## src/rtl/ks_pkg.sv

```systemverilog
package ks_pkg;
  localparam int KS_WORD_W = 16;
  localparam int KS_WORDS  = 8;
  localparam int KS_ROT    = 25;
  localparam int KS_TOTAL  = 52;

  typedef enum logic [1:0] {
    KS_IDLE = 2'd0,
    KS_RUN  = 2'd1,
    KS_DONE = 2'd2
  } ks_state_e;
endpackage

```

## src/rtl/ks_group_reg.sv

```systemverilog
module ks_group_reg #(
  parameter int WORD_W = 16,
  parameter int WORDS  = 8,
  parameter int ROT    = 25,
  localparam int KEY_W = WORD_W * WORDS
) (
  input  logic                         clk,
  input  logic                         rst_n,
  input  logic                         load_i,
  input  logic                         adv_i,
  input  logic [KEY_W-1:0]             key_i,
  output logic [WORDS-1:0][WORD_W-1:0] words_o
);
  localparam int SKIP = (ROT / WORD_W) % WORDS;
  localparam int BSH  = ROT % WORD_W;

  typedef logic [WORDS-1:0][WORD_W-1:0] grp_t;

  // Word 0 is the most significant slice of the key.
  function automatic grp_t split_key(input logic [KEY_W-1:0] k);
    grp_t g;
    for (int i = 0; i < WORDS; i++)
      g[i] = k[KEY_W-1-i*WORD_W -: WORD_W];
    return g;
  endfunction

  // Group-wide left rotation by ROT bits expressed per word.
  function automatic grp_t next_group(input grp_t p);
    grp_t n;
    for (int i = 0; i < WORDS; i++) begin
      logic [WORD_W-1:0] hi_src;
      logic [WORD_W-1:0] lo_src;
      hi_src = p[(i + SKIP) % WORDS];
      lo_src = p[(i + SKIP + 1) % WORDS];
      n[i] = WORD_W'((hi_src << BSH) | (lo_src >> (WORD_W - BSH)));
    end
    return n;
  endfunction

  grp_t grp_q;

  always_ff @(posedge clk) begin
    if (!rst_n)
      grp_q <= '0;
    else if (load_i)
      grp_q <= split_key(key_i);
    else if (adv_i)
      grp_q <= next_group(grp_q);
  end

  assign words_o = grp_q;
endmodule

```

## src/rtl/ks_sequencer.sv

```systemverilog
module ks_sequencer
  import ks_pkg::*;
#(
  parameter int TOTAL = 52,
  parameter int WORDS = 8,
  localparam int IDX_W = $clog2(TOTAL),
  localparam int SEL_W = $clog2(WORDS)
) (
  input  logic             clk,
  input  logic             rst_n,
  input  logic             start_i,
  output logic             busy_o,
  output logic             done_o,
  output logic [IDX_W-1:0] idx_o,
  output logic             load_o,
  output logic             adv_o,
  output logic             last_o
);
  ks_state_e        st_q;
  logic [IDX_W-1:0] idx_q;

  assign busy_o = (st_q == KS_RUN);
  assign done_o = (st_q == KS_DONE);
  assign load_o = start_i && !busy_o;
  assign last_o = busy_o && (idx_q == IDX_W'(TOTAL - 1));
  assign adv_o  = busy_o && !last_o && (idx_q[SEL_W-1:0] == SEL_W'(WORDS - 1));

  always_ff @(posedge clk) begin
    if (!rst_n) begin
      st_q  <= KS_IDLE;
      idx_q <= '0;
    end else if (load_o) begin
      st_q  <= KS_RUN;
      idx_q <= '0;
    end else if (last_o) begin
      st_q  <= KS_DONE;
      idx_q <= '0;
    end else if (busy_o) begin
      idx_q <= idx_q + 1'b1;
    end
  end

  assign idx_o = idx_q;
endmodule

```

## src/rtl/ks_word_sel.sv

```systemverilog
module ks_word_sel #(
  parameter int WORD_W = 16,
  parameter int WORDS  = 8,
  localparam int SEL_W = $clog2(WORDS)
) (
  input  logic [WORDS-1:0][WORD_W-1:0] words_i,
  input  logic [SEL_W-1:0]             sel_i,
  output logic [WORD_W-1:0]            word_o
);
  always_comb begin
    word_o = '0;
    for (int i = 0; i < WORDS; i++)
      if (sel_i == SEL_W'(i)) word_o = words_i[i];
  end
endmodule

```

## src/rtl/keysched_gen.sv

```systemverilog
module keysched_gen
  import ks_pkg::*;
#(
  parameter int WORD_W = KS_WORD_W,
  parameter int WORDS  = KS_WORDS,
  parameter int ROT    = KS_ROT,
  parameter int TOTAL  = KS_TOTAL,
  localparam int KEY_W = WORD_W * WORDS,
  localparam int IDX_W = $clog2(TOTAL),
  localparam int SEL_W = $clog2(WORDS)
) (
  input  logic              clk,
  input  logic              rst_n,
  input  logic              start_i,
  input  logic [KEY_W-1:0]  key_i,
  output logic              sk_valid_o,
  output logic [IDX_W-1:0]  sk_index_o,
  output logic [WORD_W-1:0] sk_data_o,
  output logic              done_o
);
  logic                         busy_w;
  logic                         load_evt;
  logic                         adv_evt;
  logic                         last_evt;
  logic [IDX_W-1:0]             idx_w;
  logic [WORDS-1:0][WORD_W-1:0] words_w;

  ks_sequencer #(.TOTAL(TOTAL), .WORDS(WORDS)) u_seq (
    .clk(clk), .rst_n(rst_n), .start_i(start_i),
    .busy_o(busy_w), .done_o(done_o), .idx_o(idx_w),
    .load_o(load_evt), .adv_o(adv_evt), .last_o(last_evt)
  );

  ks_group_reg #(.WORD_W(WORD_W), .WORDS(WORDS), .ROT(ROT)) u_grp (
    .clk(clk), .rst_n(rst_n), .load_i(load_evt), .adv_i(adv_evt),
    .key_i(key_i), .words_o(words_w)
  );

  ks_word_sel #(.WORD_W(WORD_W), .WORDS(WORDS)) u_sel (
    .words_i(words_w), .sel_i(idx_w[SEL_W-1:0]), .word_o(sk_data_o)
  );

  assign sk_valid_o = busy_w;
  assign sk_index_o = idx_w;
endmodule

```

## config.mk

```make
export PLATFORM = sky130hd
export DESIGN_NAME = keysched_gen
export DESIGN_NICKNAME = d
export VERILOG_FILES = /design/src/rtl/ks_pkg.sv /design/src/rtl/ks_group_reg.sv /design/src/rtl/ks_sequencer.sv /design/src/rtl/ks_word_sel.sv /design/src/rtl/keysched_gen.sv
export SDC_FILE = /design/constraint.sdc
export NUM_CORES = 1
export LEC_CHECK = 0
export BUFFER_PORTS_ARGS = -buffer_cell sky130_fd_sc_hd__buf_2
export CAP_MARGIN = 0
export CORE_MARGIN = 2
export CORE_UTILIZATION = 50
export DETAILED_ROUTE_END_ITERATION = 8
export HOLD_SLACK_MARGIN = 0.06
export PLACE_DENSITY = 0.85
export SETUP_SLACK_MARGIN = 0.5
export SLEW_MARGIN = 20
export SYNTH_ARGS = -nofsm -noshare
export SYNTH_HDL_FRONTEND = slang
export SYNTH_SLANG_ARGS = --single-unit
```

## constraint.sdc

```tcl
create_clock -name clk -period 2.5 [get_ports clk]
set_input_delay 0.5 -clock clk [delete_from_list [all_inputs] [get_ports clk]]
set_output_delay 0.5 -clock clk [all_outputs]
set_load 0.02 [all_outputs]
```

==> metrics.md <==
| Metric | Value |
|---|---|
| Initial detailed-routing violation count | `1,383` |
| Slew @ Worst Pin | `0.638 ns` |
| Adder-Cell Fraction of Synth Area | `0.0104` |
| VDD IR max | `approximately 0.00046 V` |
| Global-route wire length before repair | `between 40 and 50 mm` |
| CP top delay family | `compound AO/OA/AOI/OAI gates` |
| Setup TNS | `-4.08 ns` |
| Initial Util | `0.516` |
| Die Ht | `124 um` |
| Final WS setup | `-0.306 ns` |
| Count of yosys warnings during synthesis | `0` |
| Register-to-Register Path Depth | `11` |
| Synth top area cells | `dfxtp_1, a22oi_1, a21boi_0` |
| IO Pins | `155` |
| Clock tree buffer depth | `2` |
| Wirelength per Cell | `~28 um` |
| Max Slew Vio Count | `0` |
| Drt pass-1 iters | `6` |
| EDFF count, synth | `0` |
| Seq/Total Area, Yosys | `0.377` |
| Unique masters post-synth | `38` |
| # nets final | `1,126` |
| Gpl congestion | `between 1 and 1.5` |
| Post-Synth XOR/XNOR Area | `0.00364` |
| Synth Register Bits | `136` |
| Critical Path RT | `2.00 ns` |
| Vias in the first global route | `6,952` |
| Main combinational cell family by area after synthesis | `compound AO/OA/AOI/OAI gates` |
| Crit path capture type | `output port` |
| Post-route DRC | `0` |
| Total gr overflow | `0` |
| Clock latency on the worst-skew pair | `approximately 0.44 ns` |
| Clk pin slew, worst setup/hold paths | `0.06 ns` |
| Mux share of post-synthesis cell area | `0.00139` |
| Final HPWL DP | `20.6 mm` |
| Kind of critical path | `flop to output port` |
| Ys flop type | `dfxtp_1` |
| Post-synthesis simple-gate area fraction | `0.156` |
| Buf/Inv on CP | `2` |
| Final Cycle Share | `1.12` |
| Initial antenna violation count | `0` |
| Syn Area/Cell | `8.51 sq um` |
| Rows | `43` |
| ANT cells | `0` |
| CTS tree | `done` |
| Failing checks | `negative setup slack` |
| Slowest cell on crit path | `dfxtp_4` |
| Worst reg-to-reg setup slack | `0.35 ns` |
| P_leak | `around 3.8 nW` |
| Post-synth top area cell | `dfxtp_1` |
| H-tree levels | `4` |
| DRT antenna net count | `0` |
| FFs w/ async S/R, synth | `0` |
| CTS root buffer | `clkbuf_16` |
| Syn Nets | `985` |
| Worst Path Arrival | `about 2.3 ns` |
| Critical Path Source Type | `flop` |
| Clock sink count | `136` |
| Crit path cell chain | `ha_4 -> ha_4 -> or3_4 -> buf_6 -> a21oi_2 -> o22ai_1 -> a21oi_2 -> buf_6` |
| Rel. slew slack | `0.574` |
| Post-Syn Area | `about 7200 sq um` |
| CP endpoint | `sk_data_o[15]` |
| Fin. Hold Viols | `0` |
| Largest net degree at the start of global routing | `73` |
| Die ar. | `approximately 15,000 sq um` |
| Worst reg2reg path endpoint | `u_grp.words_o[52]` |
| Worst setup startpoint | `u_seq.idx_o[1]` |
| Pre-CTS setup slack | `-0.0290 ns` |
| Vias | `8,412` |
| Tot GR Track Use | `0.367` |
| Hold/Removal Path Class | `input port to flop` |
| Hold Buf Count CTS | `0` |
| Worst path depth | `8` |
| Routed vias/inst | `approximately 7.1` |
| Die Width | `124 um` |
| Port Buffers | `154` |
| Area Overhead vs Synth | `44.6%` |
| RSZ-0062 raised after global routing | `yes` |
| Final setup violation count | `16` |
| Fin crit period | `2.81 ns` |
| Routed wire length | `approximately 33 mm` |
| Post-Syn Instances | `between 800 and 900` |
| Core area | `between 10,000 and 15,000 sq um` |
| Worst reg2reg path startpoint | `u_seq.idx_o[1]` |
| Status | `finished, violations left` |
| Clock skew | `around 0.011 ns` |
| CP Max Fanout | `6` |
| Layout cells sized above 1 | `0.456` |
| MaxCap Viol Count | `0` |
| Post-synth top area share | `0.377` |
| Synth Area in Compound Gates | `0.364` |
| Total CTS buffers | `17` |
| Critical path's largest stage delay | `0.38 ns` |
| Achievable Freq | `0.356 GHz` |
| P per Cell Area | `583 nW/um^2` |
==> layout by cell type, fill, tap and decap left out, types with 4 or more instances in the layout <==
| master | netlist | layout |
|---|---|---|
| nor3_1 | 11 | 9 |
| a22oi_1 | 122 | 96 |
| nand2_1 | 26 | 25 |
| a221o_1 | 15 | 15 |
| buf_6 | 7 | 11 |
| ha_4 | 0 | 4 |
| a221oi_2 | 0 | 19 |
| buf_2 | 34 | 138 |
| clkinv_2 | 0 | 4 |
| buf_12 | 0 | 18 |
| a21boi_0 | 83 | 10 |
| buf_4 | 11 | 40 |
| nand3_4 | 0 | 5 |
| nand3_2 | 0 | 68 |
| a21oi_4 | 0 | 6 |
| clkbuf_16 | 0 | 25 |
| o21ai_0 | 7 | 6 |
| nand3b_1 | 16 | 16 |
| dfxtp_1 | 136 | 133 |
| a21oi_2 | 0 | 24 |
| a221oi_1 | 31 | 12 |
| a22oi_2 | 0 | 26 |
| nor2b_1 | 17 | 17 |
| inv_1 | 35 | 32 |
| nor2_1 | 10 | 10 |
| a21boi_1 | 40 | 97 |
| a21oi_1 | 34 | 4 |
| o22ai_2 | 0 | 14 |
| a21boi_2 | 0 | 16 |
| nand3_1 | 123 | 50 |
| clkbuf_8 | 0 | 4 |
==> cell usage after synthesis (2+ instances only) <==
master / count
a21boi_1: 40
dfxtp_1: 136
nor2b_1: 17
buf_1: 3
o211a_1: 2
nand2_1: 26
nor3_1: 11
a211oi_1: 2
nand3_1: 123
a22oi_1: 122
a221oi_1: 31
buf_2: 34
a221o_1: 15
buf_4: 11
nand4_1: 2
ha_1: 6
nand3b_1: 16
o21ai_0: 7
o22ai_1: 15
xor2_1: 3
inv_1: 35
clkbuf_1: 42
nor2_1: 10
a21oi_1: 34
a21boi_0: 83
and2_1: 3
or3_1: 2
buf_6: 7
==> per-stage QoR <==
stage           util  total power (W)  cell area [sq um]  cells  hold WS [ns]
2_1_floorplan      -          0.00292               7360    848         0.447
3_3_place_gp   0.595          0.00329               8320   1124         0.456
4_1_cts        0.658          0.00587               9200   1160         0.348
3_5_place_dp   0.595          0.00330               8320   1124         0.482
5_1_grt        0.746          0.00622              10400   1182         0.359
6_report       0.746          0.00609              10400   1182         0.362
==> power breakdown <==
group	switching (W)	total, W	internal (W)	leakage (nW)
sequential	0.000209	0.00250	0.00229	1.12
clock	0.00100	0.00257	0.00157	0.295
combinational	0.000557	0.00102	0.000464	2.37
==> cell families after synthesis <==
kind of cell             after synthesis
AO/OA/AOI/OAI                        354
multiplexers                           1
XOR/XNOR                               3
AND/OR/NAND/NOR                      215
adder cells (fa/ha/maj)                6
buffers and inverters                133
flip-flops                           136
==> worst min path at each step <==
stage | from | end | slack (ns) | cells past startpoint
6_report | key_i[58] | u_grp.words_o[74] | 0.36 | 3
5_1_grt | key_i[58] | u_grp.words_o[74] | 0.36 | 3
4_1_cts | key_i[57] | u_grp.words_o[73] | 0.35 | 3
3_5_place_dp | u_grp.words_o[75] | u_grp.words_o[75] | 0.48 | 2
3_3_place_gp | u_grp.words_o[75] | u_grp.words_o[75] | 0.46 | 2
2_1_floorplan | u_grp.words_o[75] | u_grp.words_o[75] | 0.45 | 2
==> what timing repair did <==
item | 4_1_cts | 5_1_grt
gates resized for setup | 55 | 243
pin swaps | 2 | 135
setup endpoints to repair | 52 | 35
buffers inserted | 4 | 12
gates cloned | 0 | 10
==> per-layer routing <==
layer / part of all wire / global-route usage / vias up
met2: 0.44 / 0.548 / 720
met4: 0.062 / 0.145 / 0
met3: 0.14 / 0.0966 / 162
met5: 0 / 0 / -
met1: 0.36 / 0.505 / 4032
li1: - / - / 3498
==> sequential cells by signal, summed over array words and instances (netlist names) <==
register and flops:
u_seq.idx_o 6, u_seq.st_q 2, u_grp.words_o 128
==> worst min-delay path, delay by kind of cell <==
family | cells | cell delay (ns)
AO/OA/AOI/OAI | 2 | 0.17
buffers and inverters | 1 | 0.08
==> layout make-up <==
cell class | instances | area (sq um)
multi-input cells | 581 | 5010
fillers | 947 | 3550
flip-flops and latches | 136 | 2730
repair buffers | 217 | 1730
clock buffers | 21 | 480
well taps | 180 | 225
inverters | 36 | 141
clock inverters | 11 | 121
Power figures use the tool's default switching activity.
